--- src/rtl/fsup_pkg.sv ---
package fsup_pkg;

    typedef enum logic [1:0] {
        TH_RUN  = 2'd0,
        TH_HOT  = 2'd1,
        TH_COOL = 2'd2
    } therm_state_e;

    typedef struct packed {
        logic therm_ok;
        logic ovc_ok;
    } det_gate_t;

    function automatic det_gate_t gate_detectors(input logic noprot, input logic standby);
        det_gate_t g;
        g.therm_ok = !noprot;
        g.ovc_ok   = !noprot && !standby;
        return g;
    endfunction

endpackage

--- src/rtl/fsup_en_tracker.sv ---
module fsup_en_tracker (
    input  logic clk,
    input  logic rst,
    input  logic en,
    output logic clr_pulse
);
    logic en_q;
    logic seen_hi;

    always_ff @(posedge clk) begin
        if (rst) begin
            en_q    <= 1'b0;
            seen_hi <= 1'b0;
        end else begin
            en_q <= en;
            if (en_q) begin
                seen_hi <= 1'b1;
            end
        end
    end

    // rising edge counts only when a high level was seen before the low one
    assign clr_pulse = en && !en_q && seen_hi;
endmodule

--- src/rtl/fsup_therm.sv ---
module fsup_therm
    import fsup_pkg::*;
#(
    parameter int RETRY_PERIODS = 2
) (
    input  logic clk,
    input  logic rst,
    input  logic det_ok,
    input  logic temp_trip,
    input  logic temp_cool,
    input  logic auto_eff,
    input  logic strobe,
    input  logic clr,
    output logic therm_off
);
    localparam int RW = $clog2(RETRY_PERIODS + 1);
    localparam logic [RW-1:0] R_LAST = RW'(RETRY_PERIODS - 1);

    therm_state_e st;
    logic [RW-1:0] per_cnt;

    always_ff @(posedge clk) begin
        if (rst) begin
            st      <= TH_RUN;
            per_cnt <= '0;
        end else begin
            case (st)
                TH_HOT: begin
                    if (clr) begin
                        st <= TH_RUN;
                    end else if (auto_eff && temp_cool && !temp_trip) begin
                        st      <= TH_COOL;
                        per_cnt <= '0;
                    end
                end
                TH_COOL: begin
                    if (clr) begin
                        st <= TH_RUN;
                    end else if (!temp_cool || temp_trip) begin
                        st <= TH_HOT;
                    end else if (strobe) begin
                        if (per_cnt == R_LAST) begin
                            st <= TH_RUN;
                        end else begin
                            per_cnt <= per_cnt + 1'b1;
                        end
                    end
                end
                default: st <= TH_RUN;
            endcase
            if (det_ok && temp_trip) begin
                st <= TH_HOT;
            end
        end
    end

    assign therm_off = (st != TH_RUN);

    assert_therm_trip_R3: assert property (@(posedge clk) disable iff (rst)
        (det_ok && temp_trip) |=> therm_off);

    assert_therm_resume_at_strobe_R4: assert property (@(posedge clk) disable iff (rst)
        $fell(therm_off) |-> ($past(strobe) || $past(clr)));

    assert_therm_latch_hold_R5: assert property (@(posedge clk) disable iff (rst)
        (st == TH_HOT && !auto_eff && !clr) |=> therm_off);
endmodule

--- src/rtl/fsup_ovc.sv ---
module fsup_ovc #(
    parameter int MASK_CYC      = 800,
    parameter int RETRY_PERIODS = 2
) (
    input  logic clk,
    input  logic rst,
    input  logic det_ok,
    input  logic ovc_any,
    input  logic auto_ret,
    input  logic strobe,
    input  logic clr,
    output logic ovc_off
);
    localparam int MW = $clog2(MASK_CYC + 1);
    localparam int RW = $clog2(RETRY_PERIODS + 1);
    localparam logic [MW-1:0] M_LAST = MW'(MASK_CYC - 1);
    localparam logic [RW-1:0] R_LAST = RW'(RETRY_PERIODS - 1);

    logic [MW-1:0] mask_cnt;
    logic [RW-1:0] per_cnt;
    logic          hit;

    assign hit = det_ok && ovc_any && (mask_cnt == M_LAST);

    always_ff @(posedge clk) begin
        if (rst || !det_ok || !ovc_any) begin
            mask_cnt <= '0;
        end else if (mask_cnt != M_LAST) begin
            mask_cnt <= mask_cnt + 1'b1;
        end
    end

    always_ff @(posedge clk) begin
        if (rst) begin
            ovc_off <= 1'b0;
            per_cnt <= '0;
        end else if (hit) begin
            ovc_off <= 1'b1;
            per_cnt <= '0;
        end else if (ovc_off) begin
            if (clr) begin
                ovc_off <= 1'b0;
            end else if (auto_ret && strobe) begin
                if (per_cnt == R_LAST) begin
                    ovc_off <= 1'b0;
                end else begin
                    per_cnt <= per_cnt + 1'b1;
                end
            end
        end
    end

    assert_ovc_needs_flag_R6: assert property (@(posedge clk) disable iff (rst)
        $rose(ovc_off) |-> ($past(ovc_any) && $past(det_ok)));

    assert_ovc_latch_hold_R8: assert property (@(posedge clk) disable iff (rst)
        (ovc_off && !auto_ret && !clr) |=> ovc_off);

    assert_ovc_resume_at_strobe_R7: assert property (@(posedge clk) disable iff (rst)
        $fell(ovc_off) |-> ($past(strobe) || $past(clr)));
endmodule

--- src/rtl/drv_fault_supervisor.sv ---
module drv_fault_supervisor
    import fsup_pkg::*;
#(
    parameter int MASK_CYC      = 800,
    parameter int RETRY_PERIODS = 2
) (
    input  logic clk,
    input  logic rst,
    input  logic temp_trip,
    input  logic temp_cool,
    input  logic ovc_any,
    input  logic sup_low,
    input  logic sup_high,
    input  logic sup_noprot,
    input  logic auto_ret,
    input  logic en,
    input  logic stby,
    input  logic pwm_strobe,
    output logic force_off,
    output logic alert_n,
    output logic force_init
);
    det_gate_t gate;
    logic      clr;
    logic      therm_off;
    logic      ovc_off;
    logic      uv_lock;

    assign gate = gate_detectors(sup_noprot, stby);

    fsup_en_tracker u_en (
        .clk       (clk),
        .rst       (rst),
        .en        (en),
        .clr_pulse (clr)
    );

    fsup_therm #(.RETRY_PERIODS(RETRY_PERIODS)) u_therm (
        .clk       (clk),
        .rst       (rst),
        .det_ok    (gate.therm_ok),
        .temp_trip (temp_trip),
        .temp_cool (temp_cool),
        .auto_eff  (auto_ret || stby),
        .strobe    (pwm_strobe),
        .clr       (clr),
        .therm_off (therm_off)
    );

    fsup_ovc #(.MASK_CYC(MASK_CYC), .RETRY_PERIODS(RETRY_PERIODS)) u_ovc (
        .clk      (clk),
        .rst      (rst),
        .det_ok   (gate.ovc_ok),
        .ovc_any  (ovc_any),
        .auto_ret (auto_ret),
        .strobe   (pwm_strobe),
        .clr      (clr),
        .ovc_off  (ovc_off)
    );

    // under-voltage lockout: starts locked, releases only on the upper threshold
    always_ff @(posedge clk) begin
        if (rst || sup_low) begin
            uv_lock <= 1'b1;
        end else if (sup_high) begin
            uv_lock <= 1'b0;
        end
    end

    assign force_off  = uv_lock || therm_off || ovc_off;
    assign alert_n    = !(therm_off || ovc_off);
    assign force_init = uv_lock;

    assert_uv_release_R2: assert property (@(posedge clk) disable iff (rst)
        $fell(force_init) |-> ($past(sup_high) && !$past(sup_low)));

    assert_uv_entry_R2: assert property (@(posedge clk) disable iff (rst)
        sup_low |=> (force_init && force_off));
endmodule

--- config.mk ---
export PLATFORM = sky130hd
export DESIGN_NAME = drv_fault_supervisor
export DESIGN_NICKNAME = d
export VERILOG_FILES = /design/src/rtl/fsup_pkg.sv /design/src/rtl/fsup_en_tracker.sv /design/src/rtl/fsup_therm.sv /design/src/rtl/fsup_ovc.sv /design/src/rtl/drv_fault_supervisor.sv
export SDC_FILE = /design/constraint.sdc
export NUM_CORES = 1
export LEC_CHECK = 0
export ABC_AREA = 1
export ABC_CLOCK_PERIOD_IN_PS = 1420
export CAP_MARGIN = 5
export CORE_UTILIZATION = 30
export DETAILED_ROUTE_END_ITERATION = 12
export GPL_ROUTABILITY_DRIVEN = 0
export PLACE_DENSITY_LB_ADDON = 0.25
export REMOVE_ABC_BUFFERS = 1
export SKIP_LAST_GASP = 1
export SLEW_MARGIN = 20
export SYNTH_ARGS = -nofsm -noshare
export SYNTH_HDL_FRONTEND = slang
export SYNTH_HIERARCHICAL = 1
export SYNTH_SLANG_ARGS = --single-unit
export TNS_END_PERCENT = 1
--- constraint.sdc ---
create_clock -name clk -period 1.42 [get_ports clk]
set_clock_uncertainty 0.15 [all_clocks]
set_input_delay 0.142 -clock clk [delete_from_list [all_inputs] [get_ports clk]]
set_output_delay 0.142 -clock clk [all_outputs]
set_load 0.01 [all_outputs]
==> results.txt, run 1 <==
----------------------------------------------------
[Drt]
  Topmost layer with routed signal wires ... met4
  WL per Instance ... approximately 9 µm
  Count of unresolved DRC violations after routing ... 0
  1st-pass router iterations ... 4
  DRC violation total after the first TritonRoute iteration ... 41
  Length of routed met2 wiring ... 1180 µm
  Final antenna-violating net count ... 0
  Sum of routed wire length over all layers ... roughly 2600 µm
  Number of vias per cell ... approximately 4.3
  Met3 WL post-DR ... 77 µm
  Metal-1 WL ... 1270 µm
  Detailed-route via count ... ~1,200

[Final layout]
  Synthesis-to-layout area growth ... 30.7%
  Layout cell share with drive strength beyond 1 ... 0.179
  Number of antenna cells inserted ... 0
  Fin cells ... roughly 280
  # nets final ... around 250

[Floorplan]
  Die X ... 67.0 µm
  Die area ... around 0.0045 mm²
  Area of the core ... 0.00403 mm²
  Initial core utilization ... 0.314
  Io pins ... 15
  Std cell rows ... 23
  Die Y-Extent ... around 67 µm

[Global routing]
  Via count of the first global-routing pass ... 1,050
  Initial antenna violation count ... 0
  Wire length of the first global-routing pass ... between 4000 and 5000 µm
  Total congestion overflow ... 0
  Pin count of the biggest net entering global routing ... 13
  Global Route Usage Sum ... 0.131

[Clock tree]
  CTS H-tree lvls ... 1
  Hold buffers post-CTS ... 0
  TritonCTS clock tree ... yes
  CTS sink cnt ... 20
  CTS clock-pin slew for the worst setup and hold paths ... about 80 ps
  Clock Tree Buf Depth ... 2
  Clock root buffer ... sky130_fd_sc_hd__clkbuf_8
  Clock latency reported for the late side of the worst-skew pair ... about 260 ps
  Total CTS buffers ... 3

[STA]
  RSZ-0062 raised after global routing ... yes
  Number of setup violations in the final report ... 0
  Max Fclk ... between 700 and 800 MHz
  Clock period minus final worst setup slack ... approximately 1400 ps
  Transition time at the pin with the least slew margin ... approximately 270 ps
  Fin. max-slew vios ... 0
  Final setup slack of the worst path ... between 5 and 6 ps
  Number of hold violations in the final report ... 0
  Worst slew slack as a fraction of its limit ... 0.820
  Period Utilization, post-route ... 0.996

[Synth]
  Share of synthesized flip-flops with an asynchronous set or reset ... 0
  Dominant synthesized flop cell ... sky130_fd_sc_hd__dfxtp_1
  Sequential-to-total area share from yosys stat ... 0.316
  Biggest area contributors in the synthesized netlist ... sky130_fd_sc_hd__dfxtp_1 32%, sky130_fd_sc_hd__nand2_1 17%, sky130_fd_sc_hd__inv_1 12%
  Dominant cell type by area after synthesis ... sky130_fd_sc_hd__dfxtp_1
  Flops & latches, synth ... 20
  Area share of the largest cell type after synthesis ... 0.316
  Average cell area after synthesis ... 6.30 µm²
  Synth Warn # ... 6
  Most frequent cell after synthesis ... sky130_fd_sc_hd__nand2_1
  Syn Std Cell Area ... about 0.0013 mm²
  Number of distinct standard cells referenced by the synthesized netlist ... 22
  Cells after synthesis ... approximately 200
  Commonest cells in the netlist ... 59 x sky130_fd_sc_hd__nand2_1, 39 x sky130_fd_sc_hd__inv_1, 31 x sky130_fd_sc_hd__nor2_1, 20 x sky130_fd_sc_hd__dfxtp_1, 10 x sky130_fd_sc_hd__nand3_1
  Number of flops mapped to enable cells by yosys ... 0

[Worst setup path]
  Endpoint required time on the critical path ... approximately 1400 ps
  Worst setup EP type ... flip-flop
  Worst Setup Start Kind ... flip-flop
  Arrival time at the worst endpoint ... around 1400 ps
  Peak fanout along the critical path ... 4
  CP Class ... flip-flop to flip-flop

[Worst hold path]
  Class of the most critical hold timing path ... input pin to flip-flop

[Pwr]
  P_leak ... 0.767 nW
  Power per cell area ... ~800 mW/mm²
  Maximum VDD drop ... 238 µV

[Placement]
  IO Port Bufs ... 14
  Cell count after placement ... roughly 270
  Estimated wirelength of the detail-placed design ... 2020 µm
  Place WS ... -304 ps

[Outcome]
  Run status ... finished clean

[Job]
  Max-capacitance violation count ... 0

----------------------------------------------------
-- final cells by class --
cell class                      count  area (µm²)
Clock buffer                        3        41.3
Clock inverter                      1        30.0
Fill cell                         432        2370
Inverter                           41         156
Multi-Input combinational cell    140         754
Sequential cell                    20         403
Tap cell                           50        62.6
Timing Repair Buffer               24         208
-- per-layer routing --
layer	up-vias	GRT usage
met5	-	0
met4	0	0.0718
met3	5	0.0223
met2	11	0.213
met1	513	0.161
li1	662	-
-- registers in the layout, indices dropped and copies added (netlist names) --
| register | count |
|---|---|
| u_ovc/mask_cnt | 10 |
| u_ovc/per_cnt | 2 |
| u_therm/per_cnt | 2 |
| u_therm/st | 2 |
| force_init | 1 |
| u_en/en_q | 1 |
| u_en/seen_hi | 1 |
| u_ovc/ovc_off | 1 |
-- power breakdown --
group | switching (mW) | internal [mW] | leakage (nW)
logic | 0.0861 | 0.0909 | 0.569
clock network | 0.193 | 0.376 | 0.0357
registers | 0.00784 | 0.576 | 0.163
-- logic make-up after synthesis --
kind of cell	after synthesis	share of synthesized area
buf+inv	41	0.122
compound gates	12	0.0504
simple gates	120	0.436
xor+xnor	1	0.00692
fa+ha+maj	7	0.0692
flops	20	0.316
-- worst max-delay path: stages, from the launching register on --
cell                      delay (ps)
sky130_fd_sc_hd__dfxtp_2         320
sky130_fd_sc_hd__inv_2            70
sky130_fd_sc_hd__buf_6           100
sky130_fd_sc_hd__ha_4            130
sky130_fd_sc_hd__inv_4            50
sky130_fd_sc_hd__nor2_4          120
sky130_fd_sc_hd__nand3_2         100
sky130_fd_sc_hd__nand2_2          90
sky130_fd_sc_hd__nand2_1          50
sky130_fd_sc_hd__nor2_1           90
sky130_fd_sc_hd__nor2_1           40
-- stage by stage --
step                      utilization  hold WS [ps]  TNS (ps)  total power, mW  area (µm²)
after floorplan                     -          61.1         0            0.678        1270
after global placement          0.381           298     -2610            0.765        1540
after detailed placement        0.381           304     -2490            0.763        1540
after CTS                       0.404           257      -165             1.35        1630
after global routing            0.411           256      -617             1.41        1660
final                           0.411           266         0             1.33        1660
-- worst paths after layout --
path	from	endpoint	slack, ps	cells past startpoint
max	u_therm/st[0]	u_therm/st[0]	5	10
min	en	u_en/en_q	270	3
max reg2reg	u_therm/st[0]	u_therm/st[0]	5	10
min reg2reg	force_init	force_init	320	2
-- placed cells by master, fill, tap and decap left out, drive strengths merged --
master / count
nand3b: 2
dfxtp: 20
ha: 7
buf: 12
nand3: 12
clkdlybuf4s50: 11
dlygate4sd2: 1
bufinv: 1
clkbuf: 3
or2: 2
a21oi: 8
nor2: 37
xor2: 1
nand2: 61
inv: 41
nand4: 5
nor3: 1
o21ai: 4
-- what timing repair did --
| item | in CTS | in global routing |
|---|---|---|
| gates resized for setup | 21 | 4 |
| endpoints found under the setup margin | 7 | 14 |
| buffers inserted | 0 | 1 |
| pin swaps | 2 | 6 |
Power figures use the tool's default switching activity.
==> inputs of run 2 (changes only) <==
--- a/config.mk
+++ b/config.mk
@@ -10,6 +10,7 @@
 export CAP_MARGIN = 5
 export CORE_UTILIZATION = 30
 export DETAILED_ROUTE_END_ITERATION = 12
+export DONT_BUFFER_PORTS = 1
 export GPL_ROUTABILITY_DRIVEN = 0
 export PLACE_DENSITY_LB_ADDON = 0.25
 export REMOVE_ABC_BUFFERS = 1
==> results.txt, run 2 (synthesis gave the netlist of run 1 again) <==
----------------------------------------------------
[Pwr]
  Cell Int Power ... 880 µW (-16%)
  Switch Pwr ... 265 µW (-7.5%)
  Switching share of total power ... 0.232 (+0.0161)
  Clock power share ... 0.376 (-0.052)
  Sequential cell fraction of total power ... 0.510 (+0.071)
  Maximum VDD drop ... 334 µV (+40%)
  Total power ... 1.14 mW (-14%)
  Relative contribution of combinational cells to total power ... 0.114 (-0.019)
  Power per cell area ... 762 mW/mm² (-5.1%)
  P_leak ... 0.709 nW (-7.6%)

[Drt]
  Sum of routed wire length over all layers ... 2450 µm (-5.3%)
  Detailed-route via count ... 1,150 (-3.4%)
  WL per Instance ... 9.19 µm (-0.64%)
  Final antenna-violating net count ... 0 (unchanged)
  DRC violation total after the first TritonRoute iteration ... 45 (+9.8%)
  1st-pass router iterations ... 4 (unchanged)
  Count of unresolved DRC violations after routing ... 0 (unchanged)
  Number of vias per cell ... 4.32 (+1.3%)

[Floorplan]
  Std cell rows ... 23 (unchanged)
  Io pins ... 15 (unchanged)
  Initial core utilization ... 0.314 (unchanged)
  Die Y-Extent ... 67.0 µm (unchanged)
  Area of the core ... 0.00403 mm² (unchanged)
  Die area ... 0.00448 mm² (unchanged)
  Die X ... 67.0 µm (unchanged)

[Global routing]
  Wire length of the first global-routing pass ... 4560 µm (+3.3%)
  Most used routing layer ... met2
  Met1 usage ... 0.156 (-0.00543)
  Pin count of the biggest net entering global routing ... 12 (-1)
  Via count of the first global-routing pass ... 1,115 (+6.2%)
  Global Route Usage Sum ... 0.133 (+0.00205)
  Met2 capacity usage during global routing ... 0.239 (+0.0253)
  Initial antenna violation count ... 0 (unchanged)
  Fraction of met3 tracks used by global routing ... 0.0171 (-0.00514)
  Total congestion overflow ... 0 (unchanged)

[Clock tree]
  Postcts setup bufs ... 0 (unchanged)
  CTS H-tree lvls ... 1 (unchanged)
  CTS clock-pin slew for the worst setup and hold paths ... 70 ps (about the same)
  Total CTS buffers ... 3 (unchanged)
  TritonCTS clock tree ... yes
  CTS sink cnt ... 20 (unchanged)
  Clock latency reported for the late side of the worst-skew pair ... 250 ps (about the same)
  Clock Tree Buf Depth ... 2 (unchanged)
  Clock root buffer ... sky130_fd_sc_hd__clkbuf_8

[Final layout]
  Synthesis-to-layout area growth ... 18.7%
  Utilization after layout ... 0.373 (-0.0379)
  # nets final ... 236 (-5.2%)
  Most common cell after layout, fill and taps aside ... sky130_fd_sc_hd__nand2_1
  Top library cells by usage in the layout, fill and taps aside ... 58 x sky130_fd_sc_hd__nand2_1, 38 x sky130_fd_sc_hd__inv_1, 28 x sky130_fd_sc_hd__nor2_1, 19 x sky130_fd_sc_hd__dfxtp_1, 9 x sky130_fd_sc_hd__nand3_1
  Layout cell share with drive strength beyond 1 ... 0.144 (-0.0355)
  Number of antenna cells inserted ... 0 (unchanged)
  Register with the most flip-flops ... u_ovc/mask_cnt
  Largest register FFs ... 10 (unchanged)
  Fin cells ... 266 (-4.7%)

[Placement]
  Cell count after placement ... 255 (-6.9%)
  Estimated wirelength of the detail-placed design ... 1980 µm (-1.7%)
  IO Port Bufs ... 0 (-14)

[STA]
  Transition time at the pin with the least slew margin ... 247 ps (-23.1 ps)
  Number of hold violations in the final report ... 0 (unchanged)
  Max Fclk ... 720 MHz (+1.9%)
  Clock period minus final worst setup slack ... 1390 ps (-26.8 ps)
  RSZ-0062 raised after global routing ... yes
  Number of setup violations in the final report ... 0 (unchanged)
  Fin. max-slew vios ... 0 (unchanged)
  Worst hold margin ... 10.2 ps (-256 ps)
  Worst slew slack as a fraction of its limit ... 0.835 (+0.0153)
  Period Utilization, post-route ... 0.977 (-0.0189)
  Setup tns final ... 0 ps (unchanged)

[Worst hold path]
  Depth of the worst hold-timing path ... 4 (+1)
  Sink of the worst hold path ... u_therm/st[1]
  Class of the most critical hold timing path ... input pin to flip-flop
  Hold_sp ... sup_noprot

[Worst setup path]
  Arrival time at the worst endpoint ... 1100 ps (-320 ps)
  Endpoint required time on the critical path ... 1130 ps (-290 ps)
  Launch instance of the worst register-to-register path ... u_therm/st[0]
  Worst reg2reg path depth ... 9 (-1)
  CP Class ... flip-flop to output pin
  Worst Setup Start Kind ... flip-flop
  Worst setup EP type ... output pin
  Worst-case register-to-register setup slack ... 60 ps (+50 ps)
  FF-to-FF End ... u_therm/st[0]
  Peak fanout along the critical path ... 3 (-1)

[Outcome]
  Run status ... finished clean

[Job]
  Max-capacitance violation count ... 0 (unchanged)

----------------------------------------------------
run 2: repair_timing:
item                                   4_1_cts  5_1_grt
gates resized for setup                      2        6
setup endpoints to repair                    3       17
hold buffers                                 7        0
endpoints found under the hold margin       14        0
run 2: worst max path at each step:
stage                     cells past startpoint            end          start  slack, ps
after global routing                          9  u_therm/st[0]  u_therm/st[0]       -100
after floorplan                               8  u_therm/st[0]  u_therm/st[0]         60
after detailed placement                      7  u_therm/st[0]   u_en/seen_hi         -9
after CTS                                     5        alert_n  u_therm/st[1]        -10
final                                         5        alert_n  u_therm/st[1]         30
after global placement                        7  u_therm/st[0]   u_en/seen_hi         30
run 2: per-layer routing:
| metal | vias up | part of all wire |
|---|---|---|
| li1 | 641 | - |
| met1 | 493 | 0.49 |
| met2 | 11 | 0.46 |
| met3 | 5 | 0.028 |
| met4 | 0 | 0.016 |
| met5 | - | 0 |
run 2: cell type report:
class | count | area, µm²
Sequential cell | 20 | 402
Tap cell | 50 | 62.6
Clock buffer | 4 | 55.1
Fill cell | 445 | 2530
Multi-Input combinational cell | 140 | 729
Timing Repair Buffer | 11 | 100
Inverter | 41 | 154
run 2: critical path, stage by stage, from the launching register on:
cell,delay (ps)
sky130_fd_sc_hd__dfxtp_2,340
sky130_fd_sc_hd__inv_2,70
sky130_fd_sc_hd__ha_1,150
sky130_fd_sc_hd__inv_1,50
sky130_fd_sc_hd__nor2_2,100
sky130_fd_sc_hd__buf_4,140
run 2: metrics by stage:
stage	worst slack [ps]	cell area (µm²)
floorplan	57.1	1270
global placement	26.4	1360
detailed placement	-8.65	1360
CTS	-13.4	1490
global route	-98.3	1500
finish	32.0	1500
run 2: power by group through the flow:
stage          logic, mW  clock network [mW]  registers, mW
2_1_floorplan     0.0822                   0          0.596
3_3_place_gp       0.112                   0          0.596
3_5_place_dp       0.112                   0          0.597
4_1_cts            0.130               0.452          0.584
5_1_grt            0.154               0.469          0.586
6_report           0.131               0.430          0.584
